===== config.mk =====
export PLATFORM = sky130hd
export DESIGN_NAME = evt_permit_filter
export DESIGN_NICKNAME = d
export VERILOG_FILES = /design/src/rtl/evt_permit_pkg.sv /design/src/rtl/evt_bit_ram.sv /design/src/rtl/evt_range_mask.sv /design/src/rtl/evt_cap_merge.sv /design/src/rtl/evt_permit_filter.sv
export SDC_FILE = /design/constraint.sdc
export NUM_CORES = 2
export LEC_CHECK = 0
export ABC_AREA = 1
export BUFFER_PORTS_ARGS = -buffer_cell sky130_fd_sc_hd__buf_4
export CORE_MARGIN = 4
export CORE_UTILIZATION = 30
export CTS_CLUSTER_SIZE = 25
export DETAILED_ROUTE_END_ITERATION = 8
export PLACE_DENSITY = 0.54
export SKIP_CTS_REPAIR_TIMING = 1
export SKIP_LAST_GASP = 1
export SLEW_MARGIN = 15
export SYNTH_ARGS = -nofsm -noshare
export SYNTH_HDL_FRONTEND = slang
export SYNTH_SLANG_ARGS = --single-unit

===== constraint.sdc =====
create_clock -name clk -period 12 [get_ports clk]
set_clock_uncertainty 0.1 [all_clocks]
set_input_delay 1.8 -clock clk [delete_from_list [all_inputs] [get_ports clk]]
set_output_delay 1.8 -clock clk [all_outputs]
set_load 0.02 [all_outputs]

===== src/rtl/evt_permit_pkg.sv =====
package evt_permit_pkg;
  typedef enum logic [2:0] {
    ST_IDLE,
    ST_FILL,
    ST_RD,
    ST_WR,
    ST_LOOK,
    ST_CAPL,
    ST_CAPH
  } fsm_t;

  localparam logic [1:0] ACT_ALLOW = 2'b01;
  localparam logic [1:0] ACT_DENY  = 2'b10;
  localparam int         WORD_BITS = 32;
endpackage


===== src/rtl/evt_bit_ram.sv =====
module evt_bit_ram #(
  parameter int AW = 5,
  parameter int DW = 32
) (
  input  logic          clk,
  input  logic          we,
  input  logic [AW-1:0] addr,
  input  logic [DW-1:0] wdata,
  output logic [DW-1:0] rdata
);
  localparam int DEPTH = 1 << AW;

  logic [DW-1:0] mem [DEPTH];

  // single port, read-before-write, registered read data
  always_ff @(posedge clk) begin
    if (we) mem[addr] <= wdata;
    rdata <= mem[addr];
  end
endmodule


===== src/rtl/evt_range_mask.sv =====
module evt_range_mask #(
  parameter int AW    = 5,
  parameter int CNT_W = 11
) (
  input  logic [AW-1:0]    word,
  input  logic [CNT_W-1:0] lo,
  input  logic [CNT_W-1:0] hi,
  output logic [31:0]      mask
);
  // one comparator pair per bit of the word: lo <= position < hi
  for (genvar i = 0; i < 32; i++) begin : g_bit
    localparam logic [4:0] IB = 5'(i);
    logic [CNT_W-1:0] pos;
    assign pos     = {1'b0, word, IB};
    assign mask[i] = (pos >= lo) && (pos < hi);
  end
endmodule


===== src/rtl/evt_cap_merge.sv =====
module evt_cap_merge #(
  parameter int STALL_BIT = 31
) (
  input  logic [63:0] raw,
  input  logic        sel,
  input  logic        ver,
  input  logic        cfg,
  input  logic [31:0] lo,
  input  logic [31:0] hi,
  input  logic        hi_ok,
  output logic [63:0] result
);
  logic [63:0] trimmed;

  always_comb begin
    trimmed = raw;
    if (sel && ver) trimmed[STALL_BIT] = 1'b0;
    if (cfg) result = trimmed & {(hi_ok ? hi : 32'h0), lo};
    else     result = trimmed;
  end
endmodule


===== src/rtl/evt_permit_filter.sv =====
module evt_permit_filter
  import evt_permit_pkg::*;
#(
  parameter int EVT_W     = 10,
  parameter int HI_OFS    = 16384,
  parameter int STALL_BIT = 31
) (
  input  logic             clk,
  input  logic             rst,
  input  logic             cmd_vld,
  input  logic [EVT_W:0]   cmd_base,
  input  logic [EVT_W:0]   cmd_count,
  input  logic [1:0]       cmd_act,
  output logic             cmd_err,
  input  logic             lk_vld,
  input  logic [EVT_W-1:0] lk_evt,
  output logic             lk_done,
  output logic             lk_ok,
  input  logic             cap_vld,
  input  logic             cap_sel,
  input  logic [63:0]      cap_raw,
  input  logic             ver_new,
  output logic             cap_done,
  output logic [63:0]      cap_word,
  output logic             busy
);
  localparam int CNT_W   = EVT_W + 1;
  localparam int NUM_EVT = 1 << EVT_W;
  localparam int NW      = NUM_EVT / WORD_BITS;
  localparam int AW      = EVT_W - 5;
  localparam bit HI_OK0  = (HI_OFS + 32) <= NUM_EVT;
  localparam bit HI_OK1  = (HI_OFS + 64) <= NUM_EVT;
  localparam logic [AW-1:0] HI_A0 = HI_OK0 ? AW'(HI_OFS / 32) : '0;
  localparam logic [AW-1:0] HI_A1 = HI_OK1 ? AW'(HI_OFS / 32 + 1) : '0;

  fsm_t             state;
  logic             cfg;
  logic             allow_q;
  logic [CNT_W-1:0] cur;
  logic [CNT_W-1:0] end_q;
  logic [AW-1:0]    fill_idx;
  logic [4:0]       lk_bit;
  logic             lk_sw;
  logic             cap_sel_q;
  logic             ver_q;
  logic [63:0]      raw_q;
  logic [31:0]      lo_q;

  logic             ram_we;
  logic [AW-1:0]    ram_addr;
  logic [31:0]      ram_wdata;
  logic [31:0]      ram_rdata;
  logic [31:0]      rng_mask;
  logic [63:0]      merged;

  logic [AW-1:0]    cur_word;
  logic [AW:0]      word_inc;
  logic [CNT_W-1:0] nxt;
  logic [CNT_W:0]   cmd_sum;
  logic             cmd_bad;

  assign cur_word = cur[EVT_W-1:5];
  assign word_inc = {1'b0, cur_word} + (AW+1)'(1);
  assign nxt      = {word_inc, 5'b0};
  assign cmd_sum  = {1'b0, cmd_base} + {1'b0, cmd_count};
  assign cmd_bad  = (cmd_sum > (CNT_W+1)'(NUM_EVT)) ||
                    ((cmd_act != ACT_ALLOW) && (cmd_act != ACT_DENY));
  assign busy     = (state != ST_IDLE);

  evt_bit_ram #(.AW(AW), .DW(32)) u_ram (
    .clk   (clk),
    .we    (ram_we),
    .addr  (ram_addr),
    .wdata (ram_wdata),
    .rdata (ram_rdata)
  );

  evt_range_mask #(.AW(AW), .CNT_W(CNT_W)) u_mask (
    .word (cur_word),
    .lo   (cur),
    .hi   (end_q),
    .mask (rng_mask)
  );

  evt_cap_merge #(.STALL_BIT(STALL_BIT)) u_merge (
    .raw    (raw_q),
    .sel    (cap_sel_q),
    .ver    (ver_q),
    .cfg    (cfg),
    .lo     (lo_q),
    .hi     (ram_rdata),
    .hi_ok  (cap_sel_q ? HI_OK1 : HI_OK0),
    .result (merged)
  );

  // RAM port steering
  always_comb begin
    ram_we    = 1'b0;
    ram_addr  = '0;
    ram_wdata = '0;
    case (state)
      ST_IDLE: begin
        if (!cmd_vld) begin
          if (cap_vld)     ram_addr = cap_sel ? AW'(1) : AW'(0);
          else if (lk_vld) ram_addr = lk_evt[EVT_W-1:5];
        end
      end
      ST_FILL: begin
        ram_we    = 1'b1;
        ram_addr  = fill_idx;
        ram_wdata = allow_q ? 32'h0 : 32'hFFFF_FFFF;
      end
      ST_RD: ram_addr = cur_word;
      ST_WR: begin
        ram_we    = 1'b1;
        ram_addr  = cur_word;
        ram_wdata = allow_q ? (ram_rdata | rng_mask) : (ram_rdata & ~rng_mask);
      end
      ST_CAPL: ram_addr = cap_sel_q ? HI_A1 : HI_A0;
      default: ram_addr = '0;
    endcase
  end

  always_ff @(posedge clk) begin
    if (rst) begin
      state     <= ST_IDLE;
      cfg       <= 1'b0;
      allow_q   <= 1'b0;
      cur       <= '0;
      end_q     <= '0;
      fill_idx  <= '0;
      lk_bit    <= '0;
      lk_sw     <= 1'b0;
      cap_sel_q <= 1'b0;
      ver_q     <= 1'b0;
      raw_q     <= '0;
      lo_q      <= '0;
      cmd_err   <= 1'b0;
      lk_done   <= 1'b0;
      lk_ok     <= 1'b0;
      cap_done  <= 1'b0;
      cap_word  <= '0;
    end else begin
      cmd_err  <= 1'b0;
      lk_done  <= 1'b0;
      cap_done <= 1'b0;
      case (state)
        ST_IDLE: begin
          if (cmd_vld) begin
            if (cmd_bad) begin
              cmd_err <= 1'b1;
            end else begin
              allow_q <= (cmd_act == ACT_ALLOW);
              cur     <= cmd_base;
              end_q   <= cmd_sum[CNT_W-1:0];
              if (!cfg) begin
                cfg      <= 1'b1;
                fill_idx <= '0;
                state    <= ST_FILL;
              end else if (cmd_count != '0) begin
                state <= ST_RD;
              end
            end
          end else if (cap_vld) begin
            cap_sel_q <= cap_sel;
            ver_q     <= ver_new;
            raw_q     <= cap_raw;
            state     <= ST_CAPL;
          end else if (lk_vld) begin
            lk_bit <= lk_evt[4:0];
            lk_sw  <= (lk_evt == '0);
            state  <= ST_LOOK;
          end
        end
        ST_FILL: begin
          fill_idx <= fill_idx + AW'(1);
          if (fill_idx == AW'(NW - 1))
            state <= (cur < end_q) ? ST_RD : ST_IDLE;
        end
        ST_RD: state <= ST_WR;
        ST_WR: begin
          cur   <= nxt;
          state <= (nxt >= end_q) ? ST_IDLE : ST_RD;
        end
        ST_LOOK: begin
          lk_done <= 1'b1;
          lk_ok   <= !cfg || lk_sw || ram_rdata[lk_bit];
          state   <= ST_IDLE;
        end
        ST_CAPL: begin
          lo_q  <= ram_rdata;
          state <= ST_CAPH;
        end
        ST_CAPH: begin
          cap_done <= 1'b1;
          cap_word <= merged;
          state    <= ST_IDLE;
        end
        default: state <= ST_IDLE;
      endcase
    end
  end


  reject_idle_chk: assert property (@(posedge clk) disable iff (rst)
    cmd_err |-> (!busy && $past(cmd_vld)));


  lk_pulse_chk: assert property (@(posedge clk) disable iff (rst)
    lk_done |=> !lk_done);


  cap_pulse_chk: assert property (@(posedge clk) disable iff (rst)
    cap_done |=> !cap_done);


  swinc_pass_chk: assert property (@(posedge clk) disable iff (rst)
    (lk_done && lk_sw) |-> lk_ok);


  unconf_pass_chk: assert property (@(posedge clk) disable iff (rst)
    (lk_done && !cfg) |-> lk_ok);


  stall_hidden_chk: assert property (@(posedge clk) disable iff (rst)
    (cap_done && cap_sel_q && ver_q) |-> !cap_word[STALL_BIT]);


  busy_start_chk: assert property (@(posedge clk) disable iff (rst)
    (!busy && !cmd_vld && (lk_vld || cap_vld)) |=> busy);


  cfg_hold_chk: assert property (@(posedge clk) disable iff (rst)
    busy |=> (cfg == $past(cfg)));
endmodule


==> impl_metrics.tcl <==
set metrics [dict create \
    viasPerCell 5.01 \
    syn2layout_area_growth_pct 17.2 \
    hold_class "flip-flop to flip-flop" \
    p_per_area_nw_per_um2 214 \
    async_flop_share_pct 0 \
    htreeDepth 4 \
    clkTransAtPathRegs_ns 0.05 \
    hold_viol 0 \
    worstPathArrival_ns 5.83 \
    final_common_cell "nand2_1" \
    fin_crit_sh_pct 46.7 \
    grt_max_degree 130 \
    antenna_found_initial 3 \
    hp-start "raw_q[31]" \
    cts_tree "yes" \
    period_needed_ns 5.60 \
    ys_seq_area_share_pct 71.5 \
    clk_latency_ns 0.73 \
    cp.required_ns 12.23 \
    grt-ovfl-total 0 \
    r2r_end "u_ram.mem[2][24]" \
    worstPathMaxFanout 32 \
    synth_edf_count 1024 \
    cts.sinks 1260 \
    rsz0062_at_grt "no" \
    drt-initial-drc-count 3666 \
    grt_pass1_wl_microns 224000 \
    vias 34249 \
    synth_nets 4511 \
    synth_cell_types 45 \
    rr_startpoint "state[2]" \
    place_congestion 0.886 \
    port_buffers 173 \
    hpwlAfterDp_microns 93600 \
    status "complete, no violations" \
    die_x_microns 415 \
    syn_inst 4373 \
    start_util_pct 30.1 \
    drv_cap 0 \
    peakVddDrop_v 0.000144 \
    routed_wl_microns 153000 \
    rows 149 \
    fin_util_pct 35.3 \
    die_h_microns 415 \
    worstMarginPinSlew_ns 1.20 \
    ioPinCount 174 \
    synth_area_sq_um 49600 \
    hold_depth 2 \
    synth_seq_cells 1260 \
    nNetsFinal 4674 \
    yosys_most_used_dff "edfxtp_1" \
    maxSlewViolCount 0 \
    dp_cells 6581 \
    core_area_sq_um 165000 \
    ff2ff_setup_slack_ns 6.65 \
    r2r_cells 14 \
    p_leak_nw 20.7 \
    grt_use_total_pct 17.1 \
    route.detailed.drc 0 \
    clk_path_buf_depth 3 \
    critPathKind "primary input to flip-flop" \
    die-area_sq_um 172000 \
    drive_gt1_share_pct 11.5 \
    cts_buffers 136 \
    wire_per_inst_microns 22.4 \
    critPathCaptureType "flip-flop" \
    first_pass_iters 6 \
    finalSetupViolCount 0 \
    fmax_ghz 0.179 \
    avgSynthCellArea_sq_um 11.3 \
    layout_common_cells "1450 x nand2_1, 1024 x edfxtp_1, 256 x nor2_1" \
    antenna_left 0 \
    final.setup.tns_ns 0 \
    ys_warn_count 0 \
    final_cells 6834 \
    grt_pass1_vias 32398 \
    holdPathEnd "raw_q[31]" \
    maxSlewHeadroom_pct 19.5 \
    crit_path_start_kind "primary input" \
    root_buffer "clkbuf_16" \
]
## flip-flops by register name (all words and copies together), names as in the netlist, 3 cells and up
name         cells
cap_word        64
cur             11
end_q           11
fill_idx         5
lk_bit           5
lo_q            32
raw_q           64
state            3
u_ram.mem     1024
u_ram.rdata     32
## stage by stage
| stage | setup WS (ns) | power (W) | area [sq um] | hold slack, ns |
|---|---|---|---|---|
| after floorplan | 7.00 | 0.00711 | 49600 | 0.330 |
| after global placement | 5.82 | 0.00840 | 53600 | 0.350 |
| after detailed placement | 5.67 | 0.00842 | 53700 | 0.353 |
| after CTS | 6.42 | 0.0125 | 58000 | 0.362 |
| after global routing | 6.18 | 0.0129 | 58200 | 0.379 |
| final | 6.40 | 0.0124 | 58200 | 0.359 |
## per-layer routing
layer | vias to the layer above | global-route usage [%] | share of wire (%)
li1 | 15676 | - | -
met1 | 16994 | 24.6 | 45
met2 | 1325 | 26.1 | 44
met3 | 250 | 3.52 | 8.3
met4 | 4 | 5.14 | 2.7
met5 | - | 0 | 0.020
## how the worst max path moves through the flow
stage	startpoint	to	slack [ns]
6_report	cap_vld	u_ram.mem[2][24]	6.40
5_1_grt	cap_vld	u_ram.mem[2][9]	6.18
4_1_cts	cap_vld	u_ram.mem[2][18]	6.42
3_5_place_dp	cap_vld	u_ram.mem[2][5]	5.67
3_3_place_gp	cap_vld	u_ram.mem[2][17]	5.82
2_1_floorplan	cmd_vld	u_ram.mem[7][0]	7.00
## critical path: stages
cell and delay, ns:
buf_4 0.09, inv_1 0.07, nand2_1 0.10, nor2_1 0.05, nand2_1 0.27, inv_2 0.17
nand2_1 0.10, nand3_1 0.24, nand2_2 0.58, inv_2 0.33, nor3_4 0.33, buf_4 0.43
inv_1 0.29, nor2_4 0.91
## power by group
part	leakage (nW)	switching, W	internal (W)
sequential	11.3	0.000211	0.00544
clock	2.13	0.00171	0.00237
combinational	7.30	0.00212	0.000579
total	20.7	0.00404	0.00840
## cells in the mapped netlist, types with 2 or more instances
library cell     n  area (sq um)
ha_1            32           400
nor2_4           4          45.0
nor3_1          16          80.1
nor4_1           5          31.3
nor3_2           2          20.0
or2_2            4          25.0
a21oi_1        161           806
a31oi_1          2          12.5
o211ai_1         5          37.5
buf_2          100           500
nand3_1        152           761
xor2_1           3          26.3
and2_1           5          31.3
a22oi_1        145          1090
a211oi_1         2          15.0
o21ai_0        210          1050
edfxtp_1      1024         30700
buf_4           12          90.1
o2111ai_1        6          52.6
clkbuf_1       104           390
buf_1            6          22.5
inv_2           11          41.3
nand4_1        198          1240
dfxtp_1        236          4720
a221oi_1         2          17.5
o21ai_1          2          10.0
o22ai_1          7          43.8
a21oi_2          2          17.5
inv_1          133           499
nand3b_1         5          37.5
nand2_2          4          25.0
o221ai_1         4          35.0
nand2_1       1463          5490
nor2_1         295          1110
## cells by family after synthesis
logic type               after synthesis  share of synthesized area [%]
flip-flops                          1260                           71.5
AO/OA/AOI/OAI                        553                           6.52
adder cells (fa/ha/maj)               33                          0.847
AND/OR/NAND/NOR                     2157                           18.0
buffers and inverters                367                           3.12
XOR/XNOR                               3                         0.0530
## cell type report
class	instances	area, sq um
clock buffer	170	3690
antenna	3	7.51
sequential	1260	35500
timing repair buffer	247	2060
clock inverter	74	648
inverter	145	561
multi-input combinational	2746	13000
tap	2189	2740
fill	16070	106000
Note: power is estimated with default switching activity, not from simulation.
